**src/rtl/txdq_pkg.sv**
```systemverilog
package txdq_pkg;
  localparam int DW       = 32;
  localparam int B_USED   = 31;
  localparam int B_WRAP   = 30;
  localparam int ERR_W    = 10;
  localparam int B_CRCOFF = 16;
  localparam int B_LAST   = 15;
  localparam int LEN_W    = 14;
  localparam int KEEP_W   = 21;   // wrap bit plus bits 19:0
  localparam int C_EN     = 3;
  localparam int C_START  = 9;
  localparam int C_HALT   = 10;
  localparam int S_GO     = 3;
  localparam logic [1:0] RA_CTRL = 2'd0;
  localparam logic [1:0] RA_BASE = 2'd1;
  localparam logic [1:0] RA_STAT = 2'd2;

  typedef enum logic [2:0] {
    W_IDLE, W_RD0, W_RD1, W_EVAL, W_WAIT, W_WB
  } wstate_e;

  // Next descriptor address: back to base on wrap, else one 8-byte step.
  function automatic logic [DW-1:0] adv_ptr(input logic [DW-1:0] cur,
                                            input logic [DW-1:0] base,
                                            input logic wrap);
    return wrap ? base : cur + DW'(8);
  endfunction

  // Status word: ownership result, kept wrap bit, error code, kept low bits.
  function automatic logic [DW-1:0] status_word(input logic [KEEP_W-1:0] keep,
                                                input logic ok,
                                                input logic [ERR_W-1:0] code);
    return {ok, keep[KEEP_W-1], code, keep[KEEP_W-2:0]};
  endfunction
endpackage

```
**src/rtl/txdq_ctl.sv**
```systemverilog
module txdq_ctl import txdq_pkg::*; (
  input  logic          clk,
  input  logic          rst_n,
  input  logic          reg_wr,
  input  logic [1:0]    reg_addr,
  input  logic [DW-1:0] reg_wdata,
  output logic [DW-1:0] reg_rdata,
  input  logic          pause_i,
  input  logic          walker_idle,
  input  logic          ev_stop,
  output logic          en_q,
  output logic          go_q,
  output logic          fetch_ok,
  output logic          base_load_q,
  output logic [DW-1:0] base_q
);
  logic halt_pend_q, go_d, halt_pend_d;
  logic wr_ctrl, start_w, halt_w, en_n, base_try, base_ok;

  assign wr_ctrl  = reg_wr && (reg_addr == RA_CTRL);
  assign start_w  = wr_ctrl && reg_wdata[C_START];
  assign halt_w   = wr_ctrl && reg_wdata[C_HALT];
  assign en_n     = wr_ctrl ? reg_wdata[C_EN] : en_q;
  assign base_try = reg_wr && (reg_addr == RA_BASE);
  assign base_ok  = base_try && walker_idle && !go_q;
  assign fetch_ok = go_q && en_q && en_n && !halt_pend_q && !halt_w && !pause_i;

  always_comb begin
    go_d        = go_q;
    halt_pend_d = halt_pend_q;
    if (!en_n) begin
      go_d = 1'b0;
    end else begin
      if (ev_stop) go_d = 1'b0;
      if (halt_w) begin
        if (walker_idle) go_d = 1'b0;
        else             halt_pend_d = 1'b1;
      end else if (start_w) begin
        go_d        = 1'b1;
        halt_pend_d = 1'b0;
      end else if (halt_pend_q && walker_idle) begin
        go_d = 1'b0;
      end
    end
    if (!go_d) halt_pend_d = 1'b0;
  end

  always_ff @(posedge clk or negedge rst_n) begin
    if (!rst_n) begin
      en_q        <= 1'b0;
      go_q        <= 1'b0;
      halt_pend_q <= 1'b0;
      base_q      <= '0;
      base_load_q <= 1'b0;
    end else begin
      en_q        <= en_n;
      go_q        <= go_d;
      halt_pend_q <= halt_pend_d;
      base_load_q <= base_ok;
      if (base_ok) base_q <= reg_wdata & ~DW'(7);
    end
  end

  always_comb begin
    case (reg_addr)
      RA_CTRL: reg_rdata = DW'(en_q) << C_EN;
      RA_BASE: reg_rdata = base_q;
      RA_STAT: reg_rdata = DW'(go_q) << S_GO;
      default: reg_rdata = '0;
    endcase
  end

  // a base write outside the idle, stopped state changes nothing
  assert_base_hold_R6: assert property (@(posedge clk) disable iff (!rst_n)
    (base_try && !(walker_idle && !go_q)) |=> $stable(base_q));
  // the run flag never stays up without enable
  assert_go_needs_en_R7: assert property (@(posedge clk) disable iff (!rst_n)
    go_q |-> en_q);
  // a halt on an idle engine takes effect at once
  assert_halt_idle_R9: assert property (@(posedge clk) disable iff (!rst_n)
    (halt_w && walker_idle) |=> !go_q);
endmodule

```
**src/rtl/txdq_walker.sv**
```systemverilog
module txdq_walker import txdq_pkg::*; (
  input  logic             clk,
  input  logic             rst_n,
  input  logic             en_q,
  input  logic             fetch_ok,
  input  logic             base_load_q,
  input  logic [DW-1:0]    base_q,
  output logic             mem_rd_en,
  output logic             mem_wr_en,
  output logic [DW-1:0]    mem_addr,
  output logic [DW-1:0]    mem_wdata,
  input  logic [DW-1:0]    mem_rdata,
  output logic             ftx_valid,
  output logic [DW-1:0]    ftx_addr,
  output logic [LEN_W-1:0] ftx_len,
  output logic             ftx_last,
  output logic             ftx_crc_off,
  input  logic             frame_done,
  input  logic             frame_err,
  input  logic [ERR_W-1:0] frame_err_code,
  output logic             tx_err_o,
  output logic             bad_fcs_o,
  output logic             walker_idle,
  output logic             ev_stop
);
  wstate_e st_q;
  logic [DW-1:0]     ptr_q, first_q, w0_q;
  logic [KEEP_W-1:0] keep_q;
  logic              mid_q, ok_q;
  logic [ERR_W-1:0]  code_q;

  logic evaluating, desc_used, ev_used_first, ev_used_mid, ev_accept, ev_mac_err;
  assign evaluating    = (st_q == W_EVAL);
  assign desc_used     = mem_rdata[B_USED];
  assign ev_used_first = evaluating && desc_used && !mid_q;
  assign ev_used_mid   = evaluating && desc_used && mid_q;
  assign ev_accept     = evaluating && !desc_used;
  assign ev_mac_err    = (st_q == W_WAIT) && frame_done && frame_err;
  assign ev_stop       = ev_used_first || ev_used_mid || ev_mac_err;
  assign walker_idle   = (st_q == W_IDLE);

  assign mem_rd_en   = (st_q == W_RD0) || (st_q == W_RD1);
  assign mem_wr_en   = (st_q == W_WB);
  assign mem_wdata   = status_word(keep_q, ok_q, code_q);
  always_comb begin
    case (st_q)
      W_RD1:   mem_addr = ptr_q + DW'(4);
      W_WB:    mem_addr = first_q + DW'(4);
      default: mem_addr = ptr_q;
    endcase
  end

  assign ftx_valid   = ev_accept;
  assign ftx_addr    = w0_q;
  assign ftx_len     = mem_rdata[LEN_W-1:0];
  assign ftx_last    = mem_rdata[B_LAST];
  assign ftx_crc_off = mem_rdata[B_CRCOFF];
  assign tx_err_o    = ev_used_mid;
  assign bad_fcs_o   = ev_used_mid;

  always_ff @(posedge clk or negedge rst_n) begin
    if (!rst_n) begin
      st_q    <= W_IDLE;
      ptr_q   <= '0;
      first_q <= '0;
      w0_q    <= '0;
      keep_q  <= '0;
      mid_q   <= 1'b0;
      ok_q    <= 1'b0;
      code_q  <= '0;
    end else if (!en_q) begin
      st_q  <= W_IDLE;
      mid_q <= 1'b0;
      ptr_q <= base_q;
    end else begin
      case (st_q)
        W_IDLE: begin
          if (base_load_q) ptr_q <= base_q;
          if (fetch_ok)    st_q  <= W_RD0;
        end
        W_RD0: st_q <= W_RD1;
        W_RD1: begin
          w0_q <= mem_rdata;
          st_q <= W_EVAL;
        end
        W_EVAL: begin
          if (desc_used) begin
            if (mid_q) ptr_q <= first_q;
            mid_q <= 1'b0;
            st_q  <= W_IDLE;
          end else begin
            if (!mid_q) begin
              first_q <= ptr_q;
              keep_q  <= {mem_rdata[B_WRAP], mem_rdata[19:0]};
            end
            ptr_q <= adv_ptr(ptr_q, base_q, mem_rdata[B_WRAP]);
            if (mem_rdata[B_LAST]) begin
              mid_q <= 1'b0;
              st_q  <= W_WAIT;
            end else begin
              mid_q <= 1'b1;
              st_q  <= W_RD0;
            end
          end
        end
        W_WAIT: begin
          if (frame_done) begin
            ok_q   <= !frame_err;
            code_q <= frame_err ? frame_err_code : '0;
            if (frame_err) ptr_q <= first_q;
            st_q   <= W_WB;
          end
        end
        W_WB:    st_q <= W_IDLE;
        default: st_q <= W_IDLE;
      endcase
    end
  end

  // the walk position stays on an 8-byte boundary
  assert_ptr_align_R13: assert property (@(posedge clk) disable iff (!rst_n)
    ptr_q[2:0] == 3'd0);
  // an owned first descriptor leaves the position untouched
  assert_used_hold_R3: assert property (@(posedge clk) disable iff (!rst_n)
    (ev_used_first && en_q) |=> (ptr_q == $past(ptr_q)));
  // completion is followed by one write to the first descriptor's word 1
  assert_wb_target_R5: assert property (@(posedge clk) disable iff (!rst_n)
    ((st_q == W_WAIT) && frame_done && en_q) |=>
      (!en_q || (mem_wr_en && mem_addr == $past(first_q) + DW'(4))));
  // a mid-frame owned descriptor rewinds and writes nothing
  assert_mid_rewind_R11: assert property (@(posedge clk) disable iff (!rst_n)
    (ev_used_mid && en_q) |=> (!mem_wr_en && ptr_q == $past(first_q)));
endmodule

```
**src/rtl/txdq_engine.sv**
```systemverilog
module txdq_engine import txdq_pkg::*; (
  input  logic             clk,
  input  logic             rst_n,
  input  logic             reg_wr,
  input  logic [1:0]       reg_addr,
  input  logic [31:0]      reg_wdata,
  output logic [31:0]      reg_rdata,
  input  logic             pause_i,
  output logic             mem_rd_en,
  output logic             mem_wr_en,
  output logic [31:0]      mem_addr,
  output logic [31:0]      mem_wdata,
  input  logic [31:0]      mem_rdata,
  output logic             ftx_valid,
  output logic [31:0]      ftx_addr,
  output logic [13:0]      ftx_len,
  output logic             ftx_last,
  output logic             ftx_crc_off,
  input  logic             frame_done,
  input  logic             frame_err,
  input  logic [9:0]       frame_err_code,
  output logic             tx_err_o,
  output logic             bad_fcs_o
);
  logic          en_q, go_q, fetch_ok, base_load_q, walker_idle, ev_stop;
  logic [DW-1:0] base_q;

  txdq_ctl u_ctl (
    .clk(clk), .rst_n(rst_n), .reg_wr(reg_wr), .reg_addr(reg_addr),
    .reg_wdata(reg_wdata), .reg_rdata(reg_rdata), .pause_i(pause_i),
    .walker_idle(walker_idle), .ev_stop(ev_stop), .en_q(en_q), .go_q(go_q),
    .fetch_ok(fetch_ok), .base_load_q(base_load_q), .base_q(base_q)
  );

  txdq_walker u_walk (
    .clk(clk), .rst_n(rst_n), .en_q(en_q), .fetch_ok(fetch_ok),
    .base_load_q(base_load_q), .base_q(base_q), .mem_rd_en(mem_rd_en),
    .mem_wr_en(mem_wr_en), .mem_addr(mem_addr), .mem_wdata(mem_wdata),
    .mem_rdata(mem_rdata), .ftx_valid(ftx_valid), .ftx_addr(ftx_addr),
    .ftx_len(ftx_len), .ftx_last(ftx_last), .ftx_crc_off(ftx_crc_off),
    .frame_done(frame_done), .frame_err(frame_err),
    .frame_err_code(frame_err_code), .tx_err_o(tx_err_o),
    .bad_fcs_o(bad_fcs_o), .walker_idle(walker_idle), .ev_stop(ev_stop)
  );

  // no descriptor read follows an idle cycle under pause
  assert_pause_gate_R12: assert property (@(posedge clk) disable iff (!rst_n)
    (walker_idle && pause_i) |=> !mem_rd_en);
endmodule

```
**config.mk**
```make
export PLATFORM = sky130hd
export DESIGN_NAME = txdq_engine
export DESIGN_NICKNAME = d
export VERILOG_FILES = /design/src/rtl/txdq_pkg.sv /design/src/rtl/txdq_ctl.sv /design/src/rtl/txdq_walker.sv /design/src/rtl/txdq_engine.sv
export SDC_FILE = /design/constraint.sdc
export NUM_CORES = 1
export LEC_CHECK = 0
export CAP_MARGIN = 20
export CORE_MARGIN = 5
export CORE_UTILIZATION = 48
export DETAILED_ROUTE_END_ITERATION = 12
export HOLD_SLACK_MARGIN = 0.15
export MAX_ROUTING_LAYER = met4
export PLACE_DENSITY = 0.77
export SYNTH_ARGS = -nofsm -noshare
export SYNTH_HDL_FRONTEND = slang
export SYNTH_HIERARCHICAL = 1
export SYNTH_SLANG_ARGS = --single-unit
```
**constraint.sdc**
```tcl
create_clock -name clk -period 4.7 [get_ports clk]
set_input_delay 0.47 -clock clk [delete_from_list [all_inputs] [get_ports clk]]
set_output_delay 0.47 -clock clk [all_outputs]
set_load 0.02 [all_outputs]
```
==> flow_summary.toml <==
[finish]
final_common_cell = "clkdlybuf4s50_1"
diodes = 0
stdcell_count = 1534
final_cell_area_um2 = 13100
layout_common_cells = "223 x clkdlybuf4s50_1, 165 x dfrtp_1, 104 x nand2_1, 93 x mux2_2, 88 x nor2_1"
num-fill-cells = 1707
seq_area_um2 = 4130
num-nets-final = 1330
syn_to_final_growth_pct = 27.4
drive_gt1_share_pct = 16.1
multiInputGateArea_um2 = 5490

[worst_hold_path]
hold_path.class = "in -> async"

[sta]
setup_viol = 0
slew_viol_final = 0
worst_pin_slew_ps = 964
fmax_mhz = 232
fin_tns_setup_ps = 0
maxSlewHeadroom_pct = 35.7
hold_viol_final = 0
rsz0062_at_grt = "false"
period_share_pct = 91.8
final.setup.worst_slack_ps = 383
min_period_ps = 4320
clock_skew_ps = 13.5

[placement]
io_buffers = 224
placed_area_um2 = 12400
dp.cells = 1501
dp_hpwl_um = 22800
place_ws_ps = 609
place_congestion = 0.941

[logic_synthesis]
synth_area_leader_cell = "dfrtp_1"
synth_area_um2 = 10300
synth_area_leaders = "dfrtp_1 40%, mux2_2 10%, mux2_4 4.2%"
synthMuxAreaShare_pct = 15.4
synth_fa_ha_area_share_pct = 0.244
yosysUniqueCellTypes = 79
postSynth.asyncResetShare_pct = 100
synth_edf_count = 0
synth-compound-area-share_pct = 17.5
synth.avg_cell_area_um2 = 9.32
yosys.area_share.xor_xnor_pct = 1.19
ys_ff_latch = 165
synth_top_family_by_area = "simple AND/OR/NAND/NOR gates"
yosysTopAreaCellShare_pct = 40.2
ys_warn_count = 6
netlist_instances = 1102
yosys.area_share.simple_pct = 18.6
ys_seq_area_share_pct = 40.2
ys.flop_type = "dfrtp_1"

[status]
status = "completed"

[worst_setup_path]
worstSetupPathType = "reg -> out"
path_delay_family = "simple AND/OR/NAND/NOR gates"
crit_buf_inv = 2
crit_path_top_delay_cell = "clkdlybuf4s50_1"
end_kind = "primary output"
setup.worst_path.start_class = "flop"
worstPathCellList = "nand3b_2, buf_4, nand2_1, nand2_1, ha_1, and4_1, mux2_2, o221ai_2, nor3_2, mux2_2, nor2_1, clkdlybuf4s50_1"
required_ps = 4230
worstPathMaxFanout = 15
arrival_ps = 3850
cpPeakStageDelay_ps = 620

[cts]
cts_setup_buffers = 0
cts-hold-fix-buffers = 0
ctsResizeCount = 0
cts_buffer_depth = 2
htree_levels = 4
cts-root-buf = "clkbuf_16"
cts_sinks = 165
clk_latency_ps = 440
tritoncts = "done"
clkTransAtPathRegs_ps = 70
cts_buffers = 17

[die]
initial_core_util_pct = 48.9
die-area_um2 = 24400
io-pin-count = 231
coreArea_um2 = 21000
rows = 53
die_y_um = 156
die_x_um = 156

[pwr]
finalPower_mw = 5.08
powerDensity_nw_per_um2 = 388
leakage_nw = 5.42
ir_worst_vdd_uv = 263

[grt]
grt_usage_pct = 26.7
use_met3_pct = 5.78
grt-busiest-layer = "met2"
antenna_found_initial = 0
grt_max_degree = 97
grt_pass1_vias = 9080
use_met2_pct = 38.5
use_met1_pct = 37.6
gr-total-overflow = 0
grt_pass1_wl_um = 50700

[drt]
drcViolationCount = 0
ant_nets = 0
drtIter0Drc = 1081
vias = 9329
finalWirelength_um = 32000
avgViaCountPerCell = 6.08
drt-pass1-iter-count = 5
wire_per_inst_um = 20.9

[job]
drv_cap = 0
## final cells by class
cell class | count | area share (%)
flip-flops and latches | 165 | 31.5
well taps | 275 | 2.63
multi-input cells | 803 | 42.0
inverters | 12 | 0.344
clock buffers | 17 | 3.25
repair buffers | 247 | 18.7
clock inverters | 15 | 1.59
## cells in the mapped netlist (11+ instances only)
master and number:
a211oi_1 24, a21oi_1 61, a221oi_1 14, a31oi_1 15, and2_1 33, buf_1 17
buf_2 25, buf_4 25, clkbuf_1 57, dfrtp_1 165, inv_1 11, mux2_2 93
mux2_4 29, nand2_1 104, nand3_1 33, nand4_1 21, nor2_1 89, nor3_1 30
o21ai_0 61, o22ai_1 12
## routing by layer
| metal | wire length (um) | up-vias | part of all wire, % |
|---|---|---|---|
| met5 | 0 | - | 0 |
| met4 | 906 | 0 | 2.8 |
| met3 | 3150 | 69 | 9.8 |
| met2 | 14500 | 495 | 45 |
| met1 | 13500 | 4475 | 42 |
| li1 | - | 4290 | - |
## path summary, 6_finish.rpt
path,slack [ps],depth (start not counted),endpoint,startpoint
max in group asynchronous,3500,2,u_walk/keep_q[10],rst_n
worst min-delay path,140,1,u_ctl/base_q[14],rst_n
worst max register to register,1890,7,u_walk/ptr_q[30],u_walk/st_q[0]
worst min register to register,480,2,u_walk/code_q[6],u_walk/code_q[6]
worst max-delay path,380,12,mem_addr[30],u_walk/st_q[1]
min in group clk,480,2,u_walk/code_q[6],u_walk/code_q[6]
## logic make-up (layout without fill, tap and decap cells)
group	count (synthesis)	count (layout)
other	1	6
XOR/XNOR	14	14
buffers and inverters	139	291
adder cells (fa/ha/maj)	2	2
flip-flops	165	165
AND/OR/NAND/NOR	379	379
multiplexers	132	132
AO/OA/AOI/OAI	270	270
## where the power goes
part           leakage, nW  total [mW]  internal, mW  switching [mW]
Sequential            2.17        1.99          1.63           0.367
Clock                0.307        1.50         0.820           0.682
Combinational         2.95        1.58         0.776           0.806
## flip-flops by register name, indices dropped and copies added (netlist names)
register,flops
u_walk/code_q,10
u_walk/ptr_q,32
u_walk/ok_q,1
u_ctl/halt_pend_q,1
u_walk/st_q,3
u_ctl/base_q,29
u_walk/ftx_addr,32
u_ctl/base_load_q,1
u_ctl/go_q,1
u_ctl/en_q,1
u_walk/first_q,32
u_walk/keep_q,21
u_walk/mid_q,1
## per-stage QoR
stage / hold WS, ps / utilization (%)
6_report: 139 / 62.3
5_1_grt: 211 / 62.3
4_1_cts: 181 / 62.1
3_5_place_dp: 470 / 59.1
3_3_place_gp: 462 / 59.1
2_1_floorplan: 174 / -
(Power assumes the default switching activity.)
